File: src/rtl/imm_expand.sv
module imm_expand (
  input  logic        clk,
  input  logic        rst_n,
  input  logic        in_valid,
  input  logic [11:0] in_field,
  input  logic        in_carry,
  output logic        out_valid,
  output logic [31:0] out_value,
  output logic        out_carry,
  output logic        out_unpred
);
  localparam int FW = 12;
  localparam int VW = 32;

  logic [7:0]    xy;
  logic [1:0]    pat;
  logic          is_rep;
  logic [VW-1:0] rep_val;
  logic [VW-1:0] base;
  logic [2*VW-1:0] dbl;
  logic [VW-1:0] rot_val;
  logic [4:0]    amt;
  logic [VW-1:0] nxt_val;
  logic          nxt_carry;
  logic          nxt_unpred;

  assign xy     = in_field[7:0];
  assign pat    = in_field[9:8];
  assign is_rep = (in_field[FW-1:FW-2] == 2'b00);
  assign amt    = in_field[11:7];

  always_comb begin
    case (pat)
      2'b00:   rep_val = {24'h0, xy};
      2'b01:   rep_val = {8'h0, xy, 8'h0, xy};
      2'b10:   rep_val = {xy, 8'h0, xy, 8'h0};
      default: rep_val = {xy, xy, xy, xy};
    endcase
  end

  assign base    = {24'h0, 1'b1, in_field[6:0]};
  assign dbl     = {base, base} >> amt;
  assign rot_val = dbl[VW-1:0];

  assign nxt_val    = is_rep ? rep_val : rot_val;
  assign nxt_carry  = is_rep ? in_carry : rot_val[VW-1];
  assign nxt_unpred = is_rep && (pat != 2'b00) && (xy == 8'h00);

  always_ff @(posedge clk) begin
    if (!rst_n) begin
      out_valid  <= 1'b0;
      out_value  <= '0;
      out_carry  <= 1'b0;
      out_unpred <= 1'b0;
    end else begin
      out_valid <= in_valid;
      if (in_valid) begin
        out_value  <= nxt_val;
        out_carry  <= nxt_carry;
        out_unpred <= nxt_unpred;
      end
    end
  end
endmodule


File: config.mk
export PLATFORM = sky130hd
export DESIGN_NAME = imm_expand
export DESIGN_NICKNAME = d
export VERILOG_FILES = /design/src/rtl/imm_expand.sv
export SDC_FILE = /design/constraint.sdc
export NUM_CORES = 1
export LEC_CHECK = 0
export BUFFER_PORTS_ARGS = -buffer_cell sky130_fd_sc_hd__clkbuf_2
export CAP_MARGIN = 20
export CORE_MARGIN = 2
export CORE_UTILIZATION = 50
export CTS_CLUSTER_SIZE = 12
export DETAILED_ROUTE_END_ITERATION = 12
export PLACE_DENSITY_LB_ADDON = 0.3
export SLEW_MARGIN = 20
export SYNTH_ARGS = -nofsm -noshare
export SYNTH_HDL_FRONTEND = slang
export SYNTH_SLANG_ARGS = --single-unit
export TNS_END_PERCENT = 10
File: constraint.sdc
create_clock -name clk -period 1.5 [get_ports clk]
set_input_delay 0.075 -clock clk [delete_from_list [all_inputs] [get_ports clk]]
set_output_delay 0.075 -clock clk [all_outputs]
set_load 0.1 [all_outputs]
* Word level (Yosys, flattened, before mapping)
Cells that the tools add are included. W data, S select, Z words.
Operators by class: shifts and indexed selects 1, equality and inequality tests 2, reduce and logical (&&, ||, !) cells 6, muxes and demuxes 3
Operator list (number):
- $pmux W32 S3 | 1
- $shr A40 B5 Y32 | 1
- $mux W32 | 1
- $logic_not A8 Y1 | 1
- $logic_not A2 Y1 | 2
- $eq A2 B1 Y1 const B | 1
- $eq A2 B2 Y1 const B | 1
- $logic_and A1 B1 Y1 | 2
- $reduce_bool A2 Y1 | 1
- $mux W1 | 1
Storage, ports and cells: output and inout port bits 35, input port bits 16, register bits 35, word-level logic and storage cells 16

* Longest topological paths before layout
Gate-level depths: netlist of the first run.
depth in word-level cells 3, gate-level depth with buffers 6, gate-level depth less buffers 4

* Least setup slack after synthesis of the first run
No wires, ideal clock.
path kind register to register, start register, netlist name out_value[9], end register out_value[9], setup time 0.088 ns, data arrival time 1.726 ns, clock period less this slack 1.814 ns, stages on the path, launching flop included 5, data required time 1.412 ns, setup slack -0.314 ns, buffers on the path 0, cell sequence dfxtp_1 -> o21ai_0 -> or3_1 -> o22a_1 -> o31ai_1
RTL lines:
- end signal, assigned | line 58 | out_value <= nxt_val;
- end, declared | line 8 | output logic [31:0] out_value,

* Worst setup path in the final report of the first run
start input in_field[7], end register out_value[18]
Between the ends: longest elaborated chain between the ends 2
RTL lines:
- start, declared | line 5 | input logic [11:0] in_field,
- $shr A40 B5 Y32 | line 42 | assign dbl = {base, base} >> amt;
- $mux W32 | line 45 | assign nxt_val = is_rep ? rep_val : rot_val;
Every way passes these cells. A chain may end at the register's enable or synchronous reset.

==> results of run 1 <==
[cells by family (layout without fill, tap and decap cells)]
logic type / count (synthesis) / count (layout) / share of synthesized area (%)
muxes: 15 / 15 / 8.09
AOI/OAI and AO/OA: 114 / 114 / 34.0
DFF: 35 / 35 / 33.1
buffers and inverters: 32 / 104 / 7.15
and+or+nand+nor: 70 / 70 / 17.7
[state kept, by name, indices dropped and copies added, names as in the netlist]
name and count:
out_carry 1, out_unpred 1, out_valid 1, out_value 32
[final cells by class]
type / count / area [µm²]
fill: 365 / 1330
tap: 50 / 62.6
inverter: 7 / 26.3
timing repair buffer: 91 / 571
multi-input combinational: 199 / 1270
clock buffer: 6 / 72.6
sequential: 35 / 702
[how the worst max path moves through the flow]
stage | start | to | slack, ps | cells past startpoint
floorplan | out_value[18]$_SDFFE_PN0P_ | out_value[18]$_SDFFE_PN0P_ | -90 | 3
global placement | in_field[7] | out_value[18]$_SDFFE_PN0P_ | 50 | 5
detailed placement | in_field[7] | out_value[16]$_SDFFE_PN0P_ | 20 | 5
CTS | out_value[16]$_SDFFE_PN0P_ | out_value[16] | 300 | 1
global route | in_field[7] | out_value[4]$_SDFFE_PN0P_ | 220 | 5
finish | in_field[7] | out_value[18]$_SDFFE_PN0P_ | 280 | 7
[power groups by stage]
stage               combinational [mW]  sequential, mW  clock [mW]
floorplan                        0.312            1.44           0
detailed placement               0.963            1.03           0
global placement                 0.960            1.03           0
CTS                              0.966            1.01       0.649
finish                           0.973            1.01       0.630
global route                      1.02            1.02       0.684
[critical path, cell delays in order]
cell,delay [ps]
sky130_fd_sc_hd__clkbuf_2,220
sky130_fd_sc_hd__buf_4,200
sky130_fd_sc_hd__mux2i_1,190
sky130_fd_sc_hd__buf_4,150
sky130_fd_sc_hd__mux2i_1,60
sky130_fd_sc_hd__a21oi_1,340
sky130_fd_sc_hd__o22ai_1,140
[metrics by stage]
stage                     worst slack, ps  hold slack [ps]  setup TNS (ps)  cells
after detailed placement             17.0              359               0    382
after global placement               49.3              354               0    382
final                                 276             54.5               0    388
after floorplan                     -93.9              227            -221    266
after global routing                  216             65.2               0    388
after CTS                             300             50.9               0    388
[metal layers]
layer	up-vias	wire length [µm]	GRT usage, %
met5	-	0	0
met4	0	155	11.3
met3	15	456	3.95
met2	100	3020	45.0
met1	1081	2880	37.2
li1	1146	-	-
[placed cells by master, fill, tap and decap left out, drive strengths merged, types with 3 or more instances in the layout]
cell / count
mux2i: 10
a32oi: 3
a31oi: 7
a221oi: 3
nor3: 6
o21ai: 34
nand2: 18
a22oi: 5
nor2: 13
a211oi: 9
or2: 4
nor3b: 4
o22ai: 4
a21oi: 27
mux2: 4
nand3: 4
clkbuf: 56
nor2b: 7
buf: 41
inv: 6
nand2b: 4
dfxtp: 35
==> results.cfg, run 1 <==
[setup_path]
rr_endpoint = out_value[9]$_SDFFE_PN0P_
start_kind = input port
critical_path_data_required_time_ps = 1650
worst_ep_arrival_time_ps = 1380
rrSetupSlack_ps = 400
worst_r2r_path_depth = 4
rr_startpoint = out_value[9]$_SDFFE_PN0P_
worst-setup-path-type = input port to flop
cp-end-kind = flop
path_max_fanout = 9

[drt]
via_per_inst = 6.04
drt-pass1-iter-count = 6
drt-initial-drc-count = 217
vias = 2342
drc_errors = 0
detail-route-antenna-nets = 0
route.final.wire_length_mm = 6.51
detail_route.wl_per_cell_um = 16.8

[pwr]
clkPwrFrac_pct = 24.1
p_leak_nw = 1.15
internal_power_mw = 1.55
p_sw_mw = 1.07
power_per_cell_area_nw_per_um2 = 969
pwr-share-seq_pct = 38.7
power_switching_share_pct = 40.8
post-layout-total-power_mw = 2.62
peakVddDrop_mv = 0.464
combPwrFrac_pct = 37.2

[timing]
final_max_slew_viol_count = 0
least_margin_pin_slew_ps = 548
setup_violations = 0
period_minus_slack_ps = 1220
timing.slew.headroom_pct = 63.6
grt_setup_unrepaired = no
finalHoldViolCount = 0
finalCritPeriodShare_pct = 81.6
achievable-frequency_mhz = 817
timing.clock.skew_ps = 0

[clock_network]
ctsLongestPathBuffers = 2
cts_root_buffer = sky130_fd_sc_hd__clkbuf_8
clkSinkCount = 35
htree_levels = 2
tritoncts = done
post_cts_resize_count = 0
cts-buffers-inserted = 5
post-cts-setup-buffer-count = 0
cts_hold_buf = 0
insertion_delay_ps = 280
worst_setup_hold_path_clk_slew_ps = 70

[global_route]
grt_antenna_before_repair = 0
first_global_vias = 2147
wire_length_of_the_first_global_routing_pass_mm = 10.7
grt_start_max_net_pins = 26
grtUsageTotal_pct = 27.8
grt-ovfl-total = 0

[logic_synthesis]
yosysWarningCount = 0
syn_avg_cell_area_um2 = 7.96
synth-edff-count = 0
postSynthCellCount = 266
count_of_cell_types_in_the_netlist = 55
post_synth_instance_area_um2 = 2120
synth_seq_cells = 35
synth_ff_type = sky130_fd_sc_hd__dfxtp_1
postSynthNetCount = 282
dominant_cells_by_area_after_synthesis = sky130_fd_sc_hd__dfxtp_1 33%, sky130_fd_sc_hd__o21ai_0 7.6%, sky130_fd_sc_hd__a21oi_1 6.4%
yosysTopAreaCell = sky130_fd_sc_hd__dfxtp_1
synth_async_sr_flop_share_pct = 0
synthDominantCellAreaShare_pct = 33.1
synth_most_common_cell = sky130_fd_sc_hd__dfxtp_1
synth_seq_area_share_pct = 33.1
yosys-top-cells-count = 35 x sky130_fd_sc_hd__dfxtp_1, 32 x sky130_fd_sc_hd__o21ai_0, 27 x sky130_fd_sc_hd__a21oi_1

[run_status]
status = finished clean

[floorplan]
fp.dieArea_um2 = 4770
boundary_pins = 51
number_of_rows_in_the_core_area = 23
die_x_um = 69.1
floorplan.initialDensity_pct = 52.6
die-height_um = 69.1
core_footprint_um2 = 4030

[finish]
final_core_util_pct = 67.0
antenna_cells_inserted = 0
area.growth.synth_to_final_pct = 27.5
layout.cell_area.non_filler_um2 = 2700
finalNetCount = 355
drive_gt1_share_pct = 32.0

[flow_run]
maxCapViolations = 0

[placed_design]
dp.final_hpwl_mm = 4.97
dpl_cell_area_um2 = 2630
buffer_ports.inserted = 50
place_congestion = 0.971

[worst_hold_path]
worstHoldPathCells = 2
hold-path-endpoint = out_value[16]$_SDFFE_PN0P_
min-delay-path-class = input port to flop
hp-start = in_valid
No activity file was read; power rests on OpenSTA's default activity.
==> inputs of run 2 (changes only) <==
==> constraint.sdc (replaced) <==
create_clock -name clk -period 1.25 [get_ports clk]
set_input_delay 0.0625 -clock clk [delete_from_list [all_inputs] [get_ports clk]]
set_output_delay 0.0625 -clock clk [all_outputs]
set_load 0.1 [all_outputs]
==> run 2 against run 1 <==
Compared with the run above: wire length rose by 9.8%; cell count up 9.0%; first-iteration DRC count fell by 3.7%; die area unchanged; sequential power increased by 21%; global-route usage is 2.0 points higher; total power increased by 27%; sequential cell count stayed put; count of clock-buffer cells in the layout decreased by 1; critical path depth unchanged; largest power group is now combinational logic.
==> results.cfg, run 2 (synthesis results as in run 1) <==
[run_status]
status = finished clean

[placed_design]
dp.cells = 415
placement.setup.worst_slack_ps = -233
buffer_ports.inserted = 50
place_congestion = 0.985
dp.final_hpwl_mm = 5.62

[floorplan]
number_of_rows_in_the_core_area = 23
die_x_um = 69.1
core_footprint_um2 = 4030
floorplan.initialDensity_pct = 52.6
die-height_um = 69.1
fp.dieArea_um2 = 4770
boundary_pins = 51

[finish]
area.growth.synth_to_final_pct = 44.4
final_cell_mix = 103 x sky130_fd_sc_hd__buf_4, 32 x sky130_fd_sc_hd__o21ai_0, 32 x sky130_fd_sc_hd__dfxtp_1, 26 x sky130_fd_sc_hd__a21oi_1, 19 x sky130_fd_sc_hd__clkbuf_2
sequential_cell_area_in_the_final_layout_um2 = 707
layout.cells.non_filler = 423
finalNetCount = 388
drive_gt1_share_pct = 39.4
number_of_flip_flops_in_the_largest_register = 32
largest_register = out_value
antenna_cells_inserted = 0
multiInputGateArea_um2 = 1270
final_common_cell = sky130_fd_sc_hd__buf_4
number_of_fill_cells_in_the_layout = 302

[timing]
finalHoldViolCount = 0
final_max_slew_viol_count = 0
timing.slew.headroom_pct = 63.9
achievable-frequency_mhz = 822
period_minus_slack_ps = 1220
finalCritPeriodShare_pct = 97.3
timing.clock.skew_ps = 0
setup_violations = 0
least_margin_pin_slew_ps = 543
finalWorstSetupSlack_ps = 33.4
grt_setup_unrepaired = no

[global_route]
grt_antenna_before_repair = 0
first_global_vias = 2386
grt-ovfl-total = 0
wire_length_of_the_first_global_routing_pass_mm = 11.5
grt_start_max_net_pins = 19
grtUsageTotal_pct = 29.9

[clock_network]
tritoncts = done
ctsLongestPathBuffers = 2
cts_root_buffer = sky130_fd_sc_hd__clkbuf_8
clkSinkCount = 35
worst_setup_hold_path_clk_slew_ps = 80
post-cts-setup-buffer-count = 0
htree_levels = 2
cts-buffers-inserted = 5
insertion_delay_ps = 280
cts_hold_buf = 0
post_cts_resize_count = 0

[drt]
via_per_inst = 6.08
vias = 2571
route.final.wire_length_mm = 7.15
drt-initial-drc-count = 209
detail_route.wl_per_cell_um = 16.9
drc_errors = 0
drt-pass1-iter-count = 5
detail-route-antenna-nets = 0

[setup_path]
worst-setup-path-type = input port to flop
critical_path_data_required_time_ps = 1440
path_max_fanout = 8
crit_path_cell_trace = clkbuf_2 -> buf_4 -> mux2i_1 -> buf_4 -> a211oi_2 -> nor4_1 -> a211oi_1
start_kind = input port
critical_path.most_common_cell = sky130_fd_sc_hd__buf_4
cpPeakStageDelay_ps = 300
worst_ep_arrival_time_ps = 1400
critical_path.slowest_cell = sky130_fd_sc_hd__a211oi_2
cp-end-kind = flop

[pwr]
peakVddDrop_mv = 0.905
power_per_cell_area_nw_per_um2 = 1090
p_leak_nw = 1.35

[worst_hold_path]
min-delay-path-class = input port to flop

[flow_run]
maxCapViolations = 0
==> run 2: cell count changes in the layout (fill, tap and decap cells not counted), sizes merged <==
| cell | previous run | this run |
|---|---|---|
| buf | 41 | 105 |
| clkbuf | 56 | 24 |
| clkinv | 1 | 4 |
==> run 2: worst max-delay path, delay by kind of cell <==
kind            cells  cell delay (ps)
buf+inv             3              570
mux                 1              120
compound gates      2              550
simple gates        1               90
==> run 2: worst paths after layout <==
kind | slack [ps] | endpoint | depth (start not counted) | start
min reg2reg | 500 | out_value[23]$_SDFFE_PN0P_ | 2 | out_value[23]$_SDFFE_PN0P_
max reg2reg | 160 | out_value[9]$_SDFFE_PN0P_ | 4 | out_value[9]$_SDFFE_PN0P_
max | 30 | out_value[11]$_SDFFE_PN0P_ | 7 | in_field[7]
min | 130 | out_value[4]$_SDFFE_PN0P_ | 3 | in_valid
==> run 2: layout make-up <==
cell class              instances  share of cell area, %
flip-flops and latches         35                   23.1
clock buffers                   5                   2.25
inverters                       7                  0.859
well taps                      50                   2.05
clock inverters                 3                  0.491
repair buffers                124                   29.7
multi-input cells             199                   41.5
==> run 2: power by group <==
part	switching, mW	internal, mW
combinational	0.893	0.410
clock	0.431	0.382
sequential	0.0338	1.18
==> run 2: through the flow <==
stage | total power [mW] | TNS, ps | hold WS (ps) | util [%] | instance area (µm²)
final | 3.33 | 0 | 125 | 75.9 | 3060
after global routing | 3.44 | 0 | 125 | 75.9 | 3060
after CTS | 3.33 | 0 | 121 | 75.8 | 3050
after detailed placement | 2.53 | -3690 | 425 | 73.7 | 2970
after global placement | 2.52 | -3020 | 419 | 73.7 | 2970
after floorplan | 2.11 | -2470 | 215 | - | 2120
==> run 2: metal layers <==
layer  track usage (%)  part of all wire [%]  up-vias  wire, µm
met4              10.2                   1.7        0       119
met2              49.1                    48      131      3470
li1                  -                     -     1207         -
met3              4.97                   7.2       16       513
met1              39.5                    43     1217      3050
met5                 0                     0        -         0
==> inputs of run 3 (changes only) <==
--- a/config.mk
+++ b/config.mk
@@ -7,11 +7,13 @@
 export LEC_CHECK = 0
 export BUFFER_PORTS_ARGS = -buffer_cell sky130_fd_sc_hd__clkbuf_2
 export CAP_MARGIN = 20
+export CORE_ASPECT_RATIO = 1.1
 export CORE_MARGIN = 2
 export CORE_UTILIZATION = 50
 export CTS_CLUSTER_SIZE = 12
 export DETAILED_ROUTE_END_ITERATION = 12
 export PLACE_DENSITY_LB_ADDON = 0.3
+export REMOVE_ABC_BUFFERS = 1
 export SLEW_MARGIN = 20
 export SYNTH_ARGS = -nofsm -noshare
 export SYNTH_HDL_FRONTEND = slang
==> run 3 against run 2 <==
Compared with the run above: final area decreased by 1.2%; largest power group unchanged; sequential power is essentially flat; critical path type unchanged; clock skew unchanged.
==> results.cfg, run 3 (synthesis results as in run 1) <==
[worst_hold_path]
min-delay-path-class = input port to flop

[setup_path]
start_kind = input port
path_max_fanout = 14
worst-setup-path-type = input port to flop
critical_path_data_required_time_ps = 1470
cp-end-kind = flop
worst_ep_arrival_time_ps = 1450

[finish]
antenna_cells_inserted = 0
number_of_fill_cells_in_the_layout = 338
finalNetCount = 379
final_core_util_pct = 75.1
final_cell_mix = 92 x sky130_fd_sc_hd__buf_4, 35 x sky130_fd_sc_hd__dfxtp_1, 32 x sky130_fd_sc_hd__o21ai_0, 27 x sky130_fd_sc_hd__a21oi_1
largest_register = out_value
number_of_flip_flops_in_the_largest_register = 32
layout.cell_area.non_filler_um2 = 3020
area.growth.synth_to_final_pct = 42.6
final_common_cell = sky130_fd_sc_hd__buf_4
drive_gt1_share_pct = 37.6

[timing]
final_max_slew_viol_count = 0
grt_setup_unrepaired = no
period_minus_slack_ps = 1230
timing.hold.ws_ps = 172
finalCritPeriodShare_pct = 98.2
finalHoldViolCount = 0
setup_violations = 0
achievable-frequency_mhz = 815
timing.clock.skew_ps = 0
timing.slew.headroom_pct = 64.0
timing.setup.tns_ps = 0
least_margin_pin_slew_ps = 542

[clock_network]
htree_levels = 2
insertion_delay_ps = 280
ctsLongestPathBuffers = 2
worst_setup_hold_path_clk_slew_ps = 70
cts_hold_buf = 0
tritoncts = done
cts_root_buffer = sky130_fd_sc_hd__clkbuf_8
clkSinkCount = 35
cts-buffers-inserted = 5

[global_route]
grt_antenna_before_repair = 0
grt-ovfl-total = 0
grt_start_max_net_pins = 27
first_global_vias = 2395
grtUsageTotal_pct = 33.3
wire_length_of_the_first_global_routing_pass_mm = 11.9

[drt]
route.final.wire_length_mm = 7.70
detail_route.wl_per_cell_um = 18.5
vias = 2518
detail-route-antenna-nets = 0
via_per_inst = 6.05
drt-initial-drc-count = 309
drc_errors = 0
drt-pass1-iter-count = 5

[floorplan]
number_of_rows_in_the_core_area = 24
die_x_um = 66.1
boundary_pins = 51
floorplan.initialDensity_pct = 52.6
core_footprint_um2 = 4020
die-height_um = 72.3
fp.dieArea_um2 = 4770

[placed_design]
place_congestion = 0.974
dp.final_hpwl_mm = 5.69
dpl_cell_area_um2 = 2920
buffer_ports.inserted = 50

[pwr]
post-layout-total-power_mw = 3.34
power_per_cell_area_nw_per_um2 = 1110
p_leak_nw = 1.31
peakVddDrop_mv = 0.765

[flow_run]
maxCapViolations = 0

[run_status]
status = finished clean
run 3: cell count changes in the layout (fill, tap and decap cells not counted), sizes merged:
cell and delta:
buf -9
run 3: final timing paths:
path	startpoint	end	slack [ps]	cells after the start
setup reg to reg	out_value[9]$_SDFFE_PN0P_	out_value[9]$_SDFFE_PN0P_	150	4
setup / recovery	in_field[9]	out_value[12]$_SDFFE_PN0P_	20	6
hold reg to reg	out_value[23]$_SDFFE_PN0P_	out_value[23]$_SDFFE_PN0P_	500	2
hold / removal	in_carry	out_carry$_SDFFE_PN0P_	170	4
run 3: layer usage:
metal	track usage (%)	vias up	wire length (µm)
met1	42.6	1165	3260
met4	14.1	0	210
met5	0	-	0
met2	54.5	138	3690
met3	6.51	22	549
li1	-	1193	-
run 3: layout make-up:
cell class	count	area, µm²	area share (%)
clock buffer	5	68.8	2.28
clock inverter	3	15.0	0.497
multi-input combinational	199	1280	42.3
inverter	7	26.3	0.870
timing repair buffer	115	868	28.7
tap	52	65.1	2.15
sequential	35	701	23.2
run 3: power breakdown:
group          total, mW  switching (mW)  internal, mW
combinational       1.30           0.904         0.399
clock              0.825           0.443         0.382
sequential          1.22          0.0336          1.18
run 3: repair_timing:
| action | 4_1_cts | 5_1_grt |
|---|---|---|
| gates resized for setup | 0 | 5 |
| endpoints found under the setup margin | 0 | 12 |
| buffers inserted | 0 | 0 |
run 3: worst max-delay path: stages:
cell                       delay (ps)
sky130_fd_sc_hd__clkbuf_2         290
sky130_fd_sc_hd__nor3b_4          470
sky130_fd_sc_hd__buf_4            210
sky130_fd_sc_hd__a21oi_1           90
sky130_fd_sc_hd__a21oi_1          150
sky130_fd_sc_hd__a21boi_1         160
run 3: through the flow:
step	std cells	worst slack [ps]
floorplan	241	-564
global placement	408	-240
detailed placement	408	-265
CTS	416	47.8
global route	416	8.10
finish	416	22.9
